File: config.mk
export PLATFORM = sky130hd
export DESIGN_NAME = ocq_top
export DESIGN_NICKNAME = d
export VERILOG_FILES = /design/src/rtl/ocq_pkg.sv /design/src/rtl/ocq_scan.sv /design/src/rtl/ocq_chan.sv /design/src/rtl/ocq_top.sv
export SDC_FILE = /design/constraint.sdc
export NUM_CORES = 1
export LEC_CHECK = 0
export CAP_MARGIN = 20
export CORE_UTILIZATION = 55
export DETAILED_ROUTE_END_ITERATION = 7
export GPL_TIMING_DRIVEN = 1
export PLACE_DENSITY_LB_ADDON = 0.05
export SETUP_SLACK_MARGIN = 0.15
export SLEW_MARGIN = 20
export SYNTH_ARGS = -nofsm -noshare
export SYNTH_HDL_FRONTEND = slang
export SYNTH_SLANG_ARGS = --single-unit
File: constraint.sdc
create_clock -name clk -period 3.5 [get_ports clk]
set_input_delay 0.525 -clock clk [delete_from_list [all_inputs] [get_ports clk]]
set_output_delay 0.525 -clock clk [all_outputs]
set_load 0.005 [all_outputs]
File: src/rtl/ocq_pkg.sv
package ocq_pkg;
    // Bit positions inside a pair control word
    localparam int unsigned CB_START = 0;
    localparam int unsigned CB_IE    = 4;
    localparam int unsigned CB_FLAG  = 6;
    localparam int unsigned CB_LVL   = 8;
    localparam int unsigned CB_OE    = 10;
    localparam int unsigned CB_MODE  = 12;
    localparam int unsigned CB_USED  = 13;

    typedef enum logic {
        MODE_WAVE   = 1'b0,
        MODE_DIRECT = 1'b1
    } pin_mode_e;
endpackage

File: src/rtl/ocq_scan.sv
module ocq_scan #(
    parameter int unsigned NCH = 4,
    parameter int unsigned TW  = 16,
    localparam int unsigned SW = (NCH > 1) ? $clog2(NCH) : 1
) (
    input  logic                    clk,
    input  logic                    rst_n,
    input  logic [TW-1:0]           timer_i,
    input  logic [NCH-1:0][TW-1:0]  cmp_i,
    input  logic [NCH-1:0]          start_i,
    output logic [NCH-1:0]          match_o
);
    typedef struct packed {
        logic [SW-1:0]  slot;
        logic [NCH-1:0] eq;
    } scan_t;

    scan_t s_d, s_q;
    logic  hit;

    always_comb begin
        s_d     = s_q;
        match_o = '0;
        hit     = (cmp_i[s_q.slot] == timer_i);
        // event only on a fresh equality at this channel's visit
        match_o[s_q.slot] = hit & ~s_q.eq[s_q.slot] & start_i[s_q.slot];
        s_d.eq[s_q.slot]  = hit;
        if (s_q.slot == SW'(NCH - 1)) begin
            s_d.slot = '0;
        end else begin
            s_d.slot = s_q.slot + 1'b1;
        end
    end

    always_ff @(posedge clk or negedge rst_n) begin
        if (!rst_n) begin
            s_q <= '0;
        end else begin
            s_q <= s_d;
        end
    end
endmodule

File: src/rtl/ocq_chan.sv
module ocq_chan (
    input  logic clk,
    input  logic rst_n,
    input  logic match_i,
    input  logic direct_i,
    input  logic wr_i,
    input  logic wflag_i,
    input  logic wlvl_i,
    output logic flag_o,
    output logic lvl_o
);
    typedef struct packed {
        logic flag;
        logic lvl;
    } chan_t;

    chan_t c_d, c_q;

    always_comb begin
        c_d = c_q;
        // hardware set beats software clear
        c_d.flag = match_i | (c_q.flag & ~(wr_i & ~wflag_i));
        if (wr_i) begin
            c_d.lvl = wlvl_i;
        end else if (match_i && !direct_i) begin
            c_d.lvl = ~c_q.lvl;
        end
    end

    always_ff @(posedge clk or negedge rst_n) begin
        if (!rst_n) begin
            c_q <= '0;
        end else begin
            c_q <= c_d;
        end
    end

    assign flag_o = c_q.flag;
    assign lvl_o  = c_q.lvl;
endmodule

File: src/rtl/ocq_top.sv
module ocq_top
    import ocq_pkg::*;
#(
    parameter int unsigned NCH = 4,
    parameter int unsigned TW  = 16,
    parameter int unsigned AW  = $clog2(NCH + NCH / 2 + 1)
) (
    input  logic           clk,
    input  logic           rst_n,
    input  logic [TW-1:0]  timer_i,
    input  logic           we_i,
    input  logic [AW-1:0]  addr_i,
    input  logic [TW-1:0]  wdata_i,
    output logic [TW-1:0]  rdata_o,
    output logic [NCH-1:0] irq_o,
    output logic [NCH-1:0] pin_o,
    output logic [NCH-1:0] pin_oe_o
);
    localparam int unsigned NP = NCH / 2;

    typedef struct packed {
        logic [NCH-1:0][TW-1:0] cmp;
        logic [NCH-1:0]         start;
        logic [NCH-1:0]         ie;
        logic [NCH-1:0]         oe;
        logic [NP-1:0]          mode;
    } regs_t;

    regs_t r_d, r_q;

    logic [NP-1:0]  pair_wr;
    logic [NCH-1:0] match_w;
    logic [NCH-1:0] flag_w;
    logic [NCH-1:0] lvl_w;
    logic [NCH-1:0] start_w;
    logic [NP-1:0]  mode_w;

    always_comb begin
        for (int p = 0; p < NP; p++) begin
            pair_wr[p] = we_i && (addr_i == AW'(NCH + p));
        end
    end

    always_comb begin
        r_d = r_q;
        if (we_i) begin
            for (int i = 0; i < NCH; i++) begin
                if (addr_i == AW'(i)) begin
                    r_d.cmp[i] = wdata_i;
                end
            end
        end
        for (int p = 0; p < NP; p++) begin
            if (pair_wr[p]) begin
                r_d.start[2*p +: 2] = wdata_i[CB_START +: 2];
                r_d.ie[2*p +: 2]    = wdata_i[CB_IE +: 2];
                r_d.oe[2*p +: 2]    = wdata_i[CB_OE +: 2];
                r_d.mode[p]         = wdata_i[CB_MODE];
            end
        end
    end

    always_ff @(posedge clk or negedge rst_n) begin
        if (!rst_n) begin
            r_q <= '0;
        end else begin
            r_q <= r_d;
        end
    end

    assign start_w = r_q.start;
    assign mode_w  = r_q.mode;

    ocq_scan #(.NCH(NCH), .TW(TW)) scan_i (
        .clk     (clk),
        .rst_n   (rst_n),
        .timer_i (timer_i),
        .cmp_i   (r_q.cmp),
        .start_i (r_q.start),
        .match_o (match_w)
    );

    for (genvar k = 0; k < NCH; k++) begin : g_chan
        ocq_chan chan_i (
            .clk      (clk),
            .rst_n    (rst_n),
            .match_i  (match_w[k]),
            .direct_i (r_q.mode[k/2] == MODE_DIRECT),
            .wr_i     (pair_wr[k/2]),
            .wflag_i  (wdata_i[CB_FLAG + k%2]),
            .wlvl_i   (wdata_i[CB_LVL + k%2]),
            .flag_o   (flag_w[k]),
            .lvl_o    (lvl_w[k])
        );
    end

    always_comb begin
        rdata_o = '0;
        for (int i = 0; i < NCH; i++) begin
            if (addr_i == AW'(i)) begin
                rdata_o = r_q.cmp[i];
            end
        end
        for (int p = 0; p < NP; p++) begin
            if (addr_i == AW'(NCH + p)) begin
                rdata_o[CB_START +: 2] = r_q.start[2*p +: 2];
                rdata_o[CB_IE +: 2]    = r_q.ie[2*p +: 2];
                rdata_o[CB_FLAG +: 2]  = flag_w[2*p +: 2];
                rdata_o[CB_LVL +: 2]   = lvl_w[2*p +: 2];
                rdata_o[CB_OE +: 2]    = r_q.oe[2*p +: 2];
                rdata_o[CB_MODE]       = r_q.mode[p];
            end
        end
    end

    assign irq_o    = flag_w & r_q.ie;
    assign pin_o    = lvl_w;
    assign pin_oe_o = r_q.oe;
endmodule

==> flow_metrics.env, run 1 <==
export IMPL_outcome="completed"
export IMPL_fmax_mhz=316
export IMPL_fin_skew_ns=0.0120
export IMPL_multi_input_area_um2=2480
export IMPL_fin_tns_setup_ns=0
export IMPL_p_switching_uw=789
export IMPL_groute_usage_overall_pct=27.3
export IMPL_grt_overflow=0
export IMPL_final_min_clock_period_ns=3.16
export IMPL_fp_dieArea_um2=9400
export IMPL_pwr_share_seq_pct=48.5
export IMPL_ys_types=42
export IMPL_setup_viol=0
export IMPL_numCtsBuffers=9
export IMPL_regArea_um2=2300
export IMPL_area_growth_pct=20.5
export IMPL_pin_count=66
export IMPL_start_util_pct=56.9
export IMPL_critical_path_required_ns=2.97
export IMPL_reg2reg_slack_ns=0.72
export IMPL_drc=0
export IMPL_tritoncts="done"
export IMPL_cp_start_kind="input port"
export IMPL_crit_buf_inv=3
export IMPL_power_per_cell_area_nw_per_um2=486
export IMPL_drtIter0Drc=146
export IMPL_leakage_uw=0.00250
export IMPL_rows=34
export IMPL_cts_clk_slew_worst_paths_ns=0.09
export IMPL_hold_ws_ns=0.169
export IMPL_cts_hold_buffers=0
export IMPL_async_flop_share_pct=100
export IMPL_rsz0062_at_grt="false"
export IMPL_critPathArrivalTime_ns=2.64
export IMPL_die_h_um=97.0
export IMPL_synthFlopType="dfrtp_1"
export IMPL_tightestPinTransition_ns=0.627
export IMPL_core_area_um2=8720
export IMPL_root_buffer="clkbuf_8"
export IMPL_crit_path_max_fanout=11
export IMPL_cts_setup_buffers=0
export IMPL_syn_area_um2=4960
export IMPL_p_int_uw=2120
export IMPL_synth_area_leaders="dfrtp_1 46%, mux4_2 11%, mux2_2 11%"
export IMPL_vias=3482
export IMPL_gp_congestion=0.857
export IMPL_slew_violations=0
export IMPL_worst_hold_path_type="input port to asynchronous set/reset pin"
export IMPL_die_w_um=97.0
export IMPL_grt_antenna_before_repair=0
export IMPL_drt_pass1_iter_count=4
export IMPL_routed_wl_um=12000
export IMPL_endpoint_kind="output port"
export IMPL_nets=501
export IMPL_final_core_util_pct=68.6
export IMPL_place_inst=556
export IMPL_ys_ff_latch=92
export IMPL_dp_hpwl_um=8490
export IMPL_grt_pass1_vias=3567
export IMPL_grt_pass1_wl_um=19500
export IMPL_synth_top_cells_by_count="92 x dfrtp_1, 48 x mux2_2, 38 x nand2_1"
export IMPL_period_share_pct=90.4
export IMPL_synth_top_cell_by_area="dfrtp_1"
export IMPL_switching_share_pct=27.2
export IMPL_clockBufferDepth=2
export IMPL_numClockSinks=92
export IMPL_port_buffer_count=65
export IMPL_via_per_inst=6.09
export IMPL_crit_top_cell="clkdlybuf4s50_1"
export IMPL_yosysWarningCount=0
export IMPL_avgSynthCellArea_um2=12.5
export IMPL_ys_seq_area_share_pct=46.4
export IMPL_clk_latency_ns=0.36
export IMPL_cap_viol_max_count=0
export IMPL_syn_inst=396
export IMPL_cp_slowest_cell="clkdlybuf4s50_1"
export IMPL_grt_start_max_net_pins=50
export IMPL_power_total_uw=2910
export IMPL_finalHoldViolCount=0
export IMPL_cpPeakStageDelay_ns=0.68
export IMPL_slew_headroom_pct=58.0
export IMPL_final_antenna_net_count=0
export IMPL_worstSetupPathType="input port to output port"
export IMPL_synth_edf_count=0
export IMPL_ir_worst_vdd_mv=0.246
export IMPL_critical_path_cell_chain="clkdlybuf4s50_1 -> buf_4 -> mux2_2 -> a22oi_1 -> o221ai_1 -> clkdlybuf4s50_1"
export IMPL_synth_fp_nets=438
export IMPL_clockPowerShare_pct=27.8
export IMPL_drive_gt1_share_pct=24.6
export IMPL_ctsHtreeMaxLevel=3
export IMPL_synth_top_cell_area_share_pct=46.4
export IMPL_nFillCells=641
export IMPL_post_drt_wl_per_cell_um=21.0
export IMPL_synth_most_common_cell="dfrtp_1"
export IMPL_combPwrFrac_pct=23.6
export IMPL_crit_family="buffers and inverters"
export IMPL_final_cells=572
export IMPL_num_antenna_cells=0
export IMPL_cts_resized=0
metrics by stage:
stage	setup WS, ns	cell area [um2]
floorplan	0.967	4960
global placement	0.378	5750
detailed placement	0.361	5750
CTS	0.357	5980
global route	0.259	5980
finish	0.336	5980
per-layer routing:
| layer | track usage [%] | vias up | share of wire, % |
|---|---|---|---|
| met1 | 38.2 | 1769 | 44 |
| met4 | 8.50 | 0 | 1.7 |
| met2 | 44.0 | 119 | 49 |
| met3 | 4.55 | 18 | 4.9 |
| met5 | 0 | - | 0 |
| li1 | - | 1576 | - |
power groups by stage:
stage	logic [uW]	clock network (uW)	registers, uW
final	687	808	1410
after global routing	747	866	1430
after CTS	693	824	1410
after detailed placement	688	0	1430
after global placement	676	0	1420
after floorplan	462	0	1370
path summary, 6_finish.rpt:
path,from,depth (start not counted),endpoint
worst max register to register,scan_i.s_q[4],8,g_chan[1].chan_i.lvl_o
worst min-delay path,rst_n,1,g_chan[3].chan_i.lvl_o
worst min register to register,start_w[2],1,start_w[2]
worst max-delay path,addr_i[1],6,rdata_o[10]
max in group asynchronous,rst_n,2,r_q[62]
min in group clk,start_w[2],1,start_w[2]
state kept, by name (all words and copies together) (netlist names):
register and flops:
g_chan.chan_i.lvl_o 4, r_q 68, scan_i.s_q 6, mode_w 2, g_chan.chan_i.flag_o 4, start_w 4
pin_oe_o 4
logic make-up after synthesis:
group                      after synthesis  synth area share (%)
muxes                                  107                  29.8
AOI/OAI and AO/OA                       44                  6.25
adders and majority gates                4                  1.01
DFF                                     92                  46.4
xor gates and xnor gates                16                  2.82
buffers and inverters                   43                  4.16
and+or+nand+nor                         90                  9.51
layout by cell type, fill, tap and decap left out, types with 8 or more instances in the layout:
| master | netlist | routed |
|---|---|---|
| dfrtp_1 | 92 | 92 |
| clkdlybuf4s50_1 | 0 | 63 |
| mux2_2 | 48 | 48 |
| nand2_1 | 38 | 38 |
| mux2_1 | 29 | 29 |
| mux4_2 | 25 | 25 |
| buf_4 | 9 | 19 |
| xnor2_1 | 16 | 16 |
| a22oi_1 | 12 | 12 |
| inv_1 | 11 | 11 |
| clkbuf_8 | 0 | 10 |
| nor2b_1 | 8 | 8 |
| nand3_1 | 8 | 8 |
| o21ai_0 | 8 | 8 |
cell type report:
| cell class | count | area share [%] |
|---|---|---|
| Clock buffer | 11 | 2.36 |
| Timing Repair Buffer | 84 | 13.4 |
| Tap cell | 108 | 2.26 |
| Sequential cell | 92 | 38.5 |
| Clock inverter | 5 | 1.42 |
| Multi-Input combinational cell | 261 | 41.4 |
| Inverter | 11 | 0.691 |
No activity file was read; power rests on OpenSTA's default activity.
==> run 2: changes to the inputs <==
Settings changed: CORE_UTILIZATION 55 to 60.
Clock period 3.5 ns to 4.1 ns, I/O delays scaled along.
==> flow_metrics.env, run 2 (synthesis gave the netlist of run 1 again) <==
export IMPL_layout_commonest_cell="dfrtp_1"
export IMPL_critical_path_cell_chain="clkdlybuf4s50_1 -> nor2b_1 -> a22oi_1 -> o221ai_1 -> clkdlybuf4s50_1"
export IMPL_cap_viol_max_count=0
export IMPL_regArea_um2=2300
export IMPL_crit_top_cell="clkdlybuf4s50_1"
export IMPL_via_per_inst=6.31
export IMPL_leakage_uw=0.00244
export IMPL_fmax_mhz=286
export IMPL_numCtsBuffers=9
export IMPL_fin_area_um2=5890
export IMPL_port_buffer_count=65
export IMPL_cts_clk_slew_worst_paths_ns=0.09
export IMPL_cp_slowest_cell="clkdlybuf4s50_1"
export IMPL_critPathLaunch="addr_i[2]"
export IMPL_endpoint_kind="output port"
export IMPL_period_share_pct=85.2
export IMPL_root_buffer="clkbuf_8"
export IMPL_cpPeakStageDelay_ns=0.66
export IMPL_grt_start_max_net_pins=60
export IMPL_outcome="completed"
export IMPL_setup_viol=0
export IMPL_pin_count=66
export IMPL_nFillCells=544
export IMPL_largest_register="r_q"
export IMPL_drtIter0Drc=246
export IMPL_fin_ws_ns=0.608
export IMPL_numClockSinks=92
export IMPL_final_cell_mix="92 x dfrtp_1, 63 x clkdlybuf4s50_1, 48 x mux2_2"
export IMPL_final_min_clock_period_ns=3.49
export IMPL_top_usage_layer="met2"
export IMPL_cp_start_kind="input port"
export IMPL_post_drt_wl_per_cell_um=21.1
export IMPL_num_antenna_cells=0
export IMPL_critical_path_required_ns=3.48
export IMPL_cts_hold_buffers=0
export IMPL_grtUsageMet3_pct=4.68
export IMPL_place_area_um2=5680
export IMPL_worst_hold_path_type="input port to asynchronous set/reset pin"
export IMPL_fp_dieArea_um2=8640
export IMPL_power_per_cell_area_nw_per_um2=408
export IMPL_crit_path_max_fanout=9
export IMPL_start_util_pct=63.2
export IMPL_critPathArrivalTime_ns=2.88
export IMPL_tritoncts="done"
export IMPL_cts_resized=0
export IMPL_reg2reg_slack_ns=1.22
export IMPL_clk_latency_ns=0.36
export IMPL_drc=0
export IMPL_multi_input_area_um2=2480
export IMPL_timing_rr_end="g_chan[3].chan_i.lvl_o"
export IMPL_largest_reg_flops=68
export IMPL_worstReg2RegStart="scan_i.s_q[5]"
export IMPL_groute_usage_overall_pct=30.0
export IMPL_r2r_cells=7
export IMPL_drive_gt1_share_pct=23.4
export IMPL_grt_overflow=0
export IMPL_worstSetupPathType="input port to output port"
export IMPL_die_w_um=92.9
export IMPL_gp_congestion=0.826
export IMPL_finalHoldViolCount=0
export IMPL_ir_worst_vdd_mv=0.219
export IMPL_use_met2_pct=49.6
export IMPL_routed_wl_um=11800
export IMPL_crit_buf_inv=2
export IMPL_top_regs="r_q x68, scan_i.s_q x6"
export IMPL_fin_tns_setup_ns=0
export IMPL_grt_pass1_vias=3633
export IMPL_cts_setup_buffers=0
export IMPL_die_h_um=92.9
export IMPL_rows=32
export IMPL_drt_pass1_iter_count=5
export IMPL_tightestPinTransition_ns=0.866
export IMPL_core_area_um2=7850
export IMPL_slew_violations=0
export IMPL_final_antenna_net_count=0
export IMPL_dpl_worst_slack_ns=0.627
export IMPL_clockBufferDepth=2
export IMPL_crit_family="buffers and inverters"
export IMPL_area_growth_pct=18.6
export IMPL_fin_skew_ns=0.0107
export IMPL_vias=3536
export IMPL_rsz0062_at_grt="false"
export IMPL_grt_pass1_wl_um=19100
export IMPL_ctsHtreeMaxLevel=3
export IMPL_dp_hpwl_um=8150
export IMPL_slew_headroom_pct=42.2
export IMPL_nets=495
export IMPL_use_met1_pct=40.8
export IMPL_grt_antenna_before_repair=0
[run 2: per-layer routing]
layer / share of wire [%] / wire length, um
met1: 44 / 5180
met2: 50 / 5890
met3: 4.8 / 569
met4: 1.5 / 176
met5: 0 / 0
[run 2: area by class of cell]
type	instances	share of cell area, %
clock inverters	5	1.06
inverters	11	0.702
repair buffers	78	12.6
multi-input cells	261	42.1
clock buffers	11	2.23
well taps	102	2.17
flip-flops and latches	92	39.1
[run 2: metrics by stage]
stage | hold WS (ns) | util [%] | std cells | total power, uW
6_report | 0.328 | 75.0 | 560 | 2400
5_1_grt | 0.400 | 75.0 | 560 | 2510
4_1_cts | 0.347 | 74.9 | 559 | 2410
3_5_place_dp | 0.490 | 72.4 | 543 | 1800
3_3_place_gp | 0.479 | 72.4 | 543 | 1780
2_1_floorplan | 0.319 | - | 396 | 1560
[run 2: where the power goes]
group	leakage [uW]	internal, uW	switching, uW	total [uW]
Clock	0.0000897	285	325	609
Combinational	0.00124	366	222	588
Sequential	0.00111	1070	129	1200
[run 2: worst max-delay path by stage]
stage | cells past startpoint | end
floorplan | 6 | rdata_o[11]
global placement | 5 | rdata_o[6]
detailed placement | 5 | rdata_o[6]
CTS | 5 | rdata_o[6]
global route | 5 | rdata_o[6]
finish | 5 | rdata_o[6]
==> run 3: changes to the inputs <==
Settings changed: CORE_UTILIZATION 60 to 55.
Clock period 4.1 ns to 3.45 ns, I/O delays scaled along.
==> flow_metrics.env, run 3 (synthesis gave the netlist of run 1 again) <==
export IMPL_grt_start_max_net_pins=53
export IMPL_largest_register="r_q"
export IMPL_fmax_mhz=316
export IMPL_drt_pass1_iter_count=4
export IMPL_critical_path_required_ns=2.93
export IMPL_critical_path_cell_chain="clkdlybuf4s50_1 -> buf_4 -> mux2_2 -> a22oi_1 -> o221ai_1 -> clkdlybuf4s50_1"
export IMPL_num_antenna_cells=0
export IMPL_layout_commonest_cell="dfrtp_1"
export IMPL_grt_overflow=0
export IMPL_drc=0
export IMPL_final_core_util_pct=68.4
export IMPL_cpPeakStageDelay_ns=0.68
export IMPL_cts_clk_slew_worst_paths_ns=0.10
export IMPL_ir_worst_vdd_mv=0.309
export IMPL_area_growth_pct=20.2
export IMPL_crit_buf_inv=3
export IMPL_ctsHtreeMaxLevel=3
export IMPL_hold_ws_ns=0.188
export IMPL_place_inst=557
export IMPL_post_drt_wl_per_cell_um=21.2
export IMPL_cts_hold_buffers=0
export IMPL_die_w_um=97.0
export IMPL_start_util_pct=56.9
export IMPL_largest_reg_flops=68
export IMPL_nets=502
export IMPL_fin_skew_ns=0.0195
export IMPL_pin_count=66
export IMPL_power_per_cell_area_nw_per_um2=480
export IMPL_core_area_um2=8720
export IMPL_period_share_pct=91.6
export IMPL_slew_violations=0
export IMPL_fin_tns_setup_ns=0
export IMPL_cp_start_kind="input port"
export IMPL_groute_usage_overall_pct=27.6
export IMPL_cp_slowest_cell="clkdlybuf4s50_1"
export IMPL_grt_pass1_vias=3783
export IMPL_clk_latency_ns=0.37
export IMPL_grt_antenna_before_repair=0
export IMPL_worst_hold_path_type="input port to asynchronous set/reset pin"
export IMPL_slew_headroom_pct=54.2
export IMPL_gp_congestion=0.847
export IMPL_vias=3532
export IMPL_finalHoldViolCount=0
export IMPL_rsz0062_at_grt="false"
export IMPL_crit_family="buffers and inverters"
export IMPL_routed_wl_um=12200
export IMPL_setup_viol=0
export IMPL_clockBufferDepth=2
export IMPL_drive_gt1_share_pct=24.9
export IMPL_cts_setup_buffers=0
export IMPL_outcome="completed"
export IMPL_root_buffer="clkbuf_8"
export IMPL_final_antenna_net_count=0
export IMPL_fp_dieArea_um2=9400
export IMPL_numClockSinks=92
export IMPL_cts_resized=0
export IMPL_die_h_um=97.0
export IMPL_tritoncts="done"
export IMPL_top_regs="r_q x68, scan_i.s_q x6"
export IMPL_final_min_clock_period_ns=3.16
export IMPL_critPathArrivalTime_ns=2.64
export IMPL_via_per_inst=6.16
export IMPL_tightestPinTransition_ns=0.687
export IMPL_cap_viol_max_count=0
export IMPL_leakage_uw=0.00249
export IMPL_crit_path_max_fanout=11
export IMPL_endpoint_kind="output port"
export IMPL_drtIter0Drc=166
export IMPL_crit_top_cell="clkdlybuf4s50_1"
export IMPL_port_buffer_count=65
export IMPL_final_cells=573
export IMPL_numCtsBuffers=9
export IMPL_final_cell_mix="92 x dfrtp_1, 63 x clkdlybuf4s50_1, 48 x mux2_2"
export IMPL_worstSetupPathType="input port to output port"
export IMPL_dp_hpwl_um=8540
export IMPL_grt_pass1_wl_um=19900
export IMPL_rows=34
run 3: cell types whose count changed in the layout (fill, tap and decap cells not counted):
cell,delta
buf_4,+7
inv_8,+3
clkbuf_1,-2
buf_12,+1
buf_6,-1
bufinv_16,-1
clkbuf_8,+1
clkinv_4,-1
clkinv_8,+1
clkinvlp_4,-1
run 3: final cells by class:
| type | instances | area [um2] |
|---|---|---|
| timing repair buffer | 85 | 806 |
| sequential | 92 | 2300 |
| fill | 653 | 2760 |
| clock buffer | 10 | 138 |
| multi-input combinational | 261 | 2480 |
| tap | 108 | 135 |
| inverter | 11 | 41.3 |
| clock inverter | 6 | 66.3 |
run 3: layer usage:
metal / part of all wire (%) / up-vias / wire [um] / GRT usage, %
met1: 44 / 1832 / 5360 / 36.9
met4: 2.0 / 0 / 243 / 9.41
met5: 0 / - / 0 / 0
met2: 49 / 98 / 6000 / 44.8
met3: 4.5 / 19 / 550 / 6.14
li1: - / 1583 / - / -
run 3: report_power, final:
group	switching [uW]	internal, uW
Combinational	262	439
Clock	432	304
Sequential	150	1280
run 3: through the flow:
stage,instance area (um2),setup WS (ns),power [uW]
floorplan,4960,0.932,1860
global placement,5760,0.326,2120
detailed placement,5760,0.289,2150
CTS,5960,0.282,2890
global route,5960,0.201,3020
finish,5960,0.289,2860
run 3: worst paths after layout:
check	startpoint	endpoint	slack, ns	cells past startpoint
max in group asynchronous	rst_n	r_q[30]	2.50	2
min	rst_n	g_chan[3].chan_i.lvl_o	0.19	1
max	addr_i[1]	rdata_o[10]	0.29	6
min reg2reg	start_w[2]	start_w[2]	0.51	1
min in group clk	start_w[2]	start_w[2]	0.51	1
max reg2reg	scan_i.s_q[4]	g_chan[1].chan_i.lvl_o	0.64	8
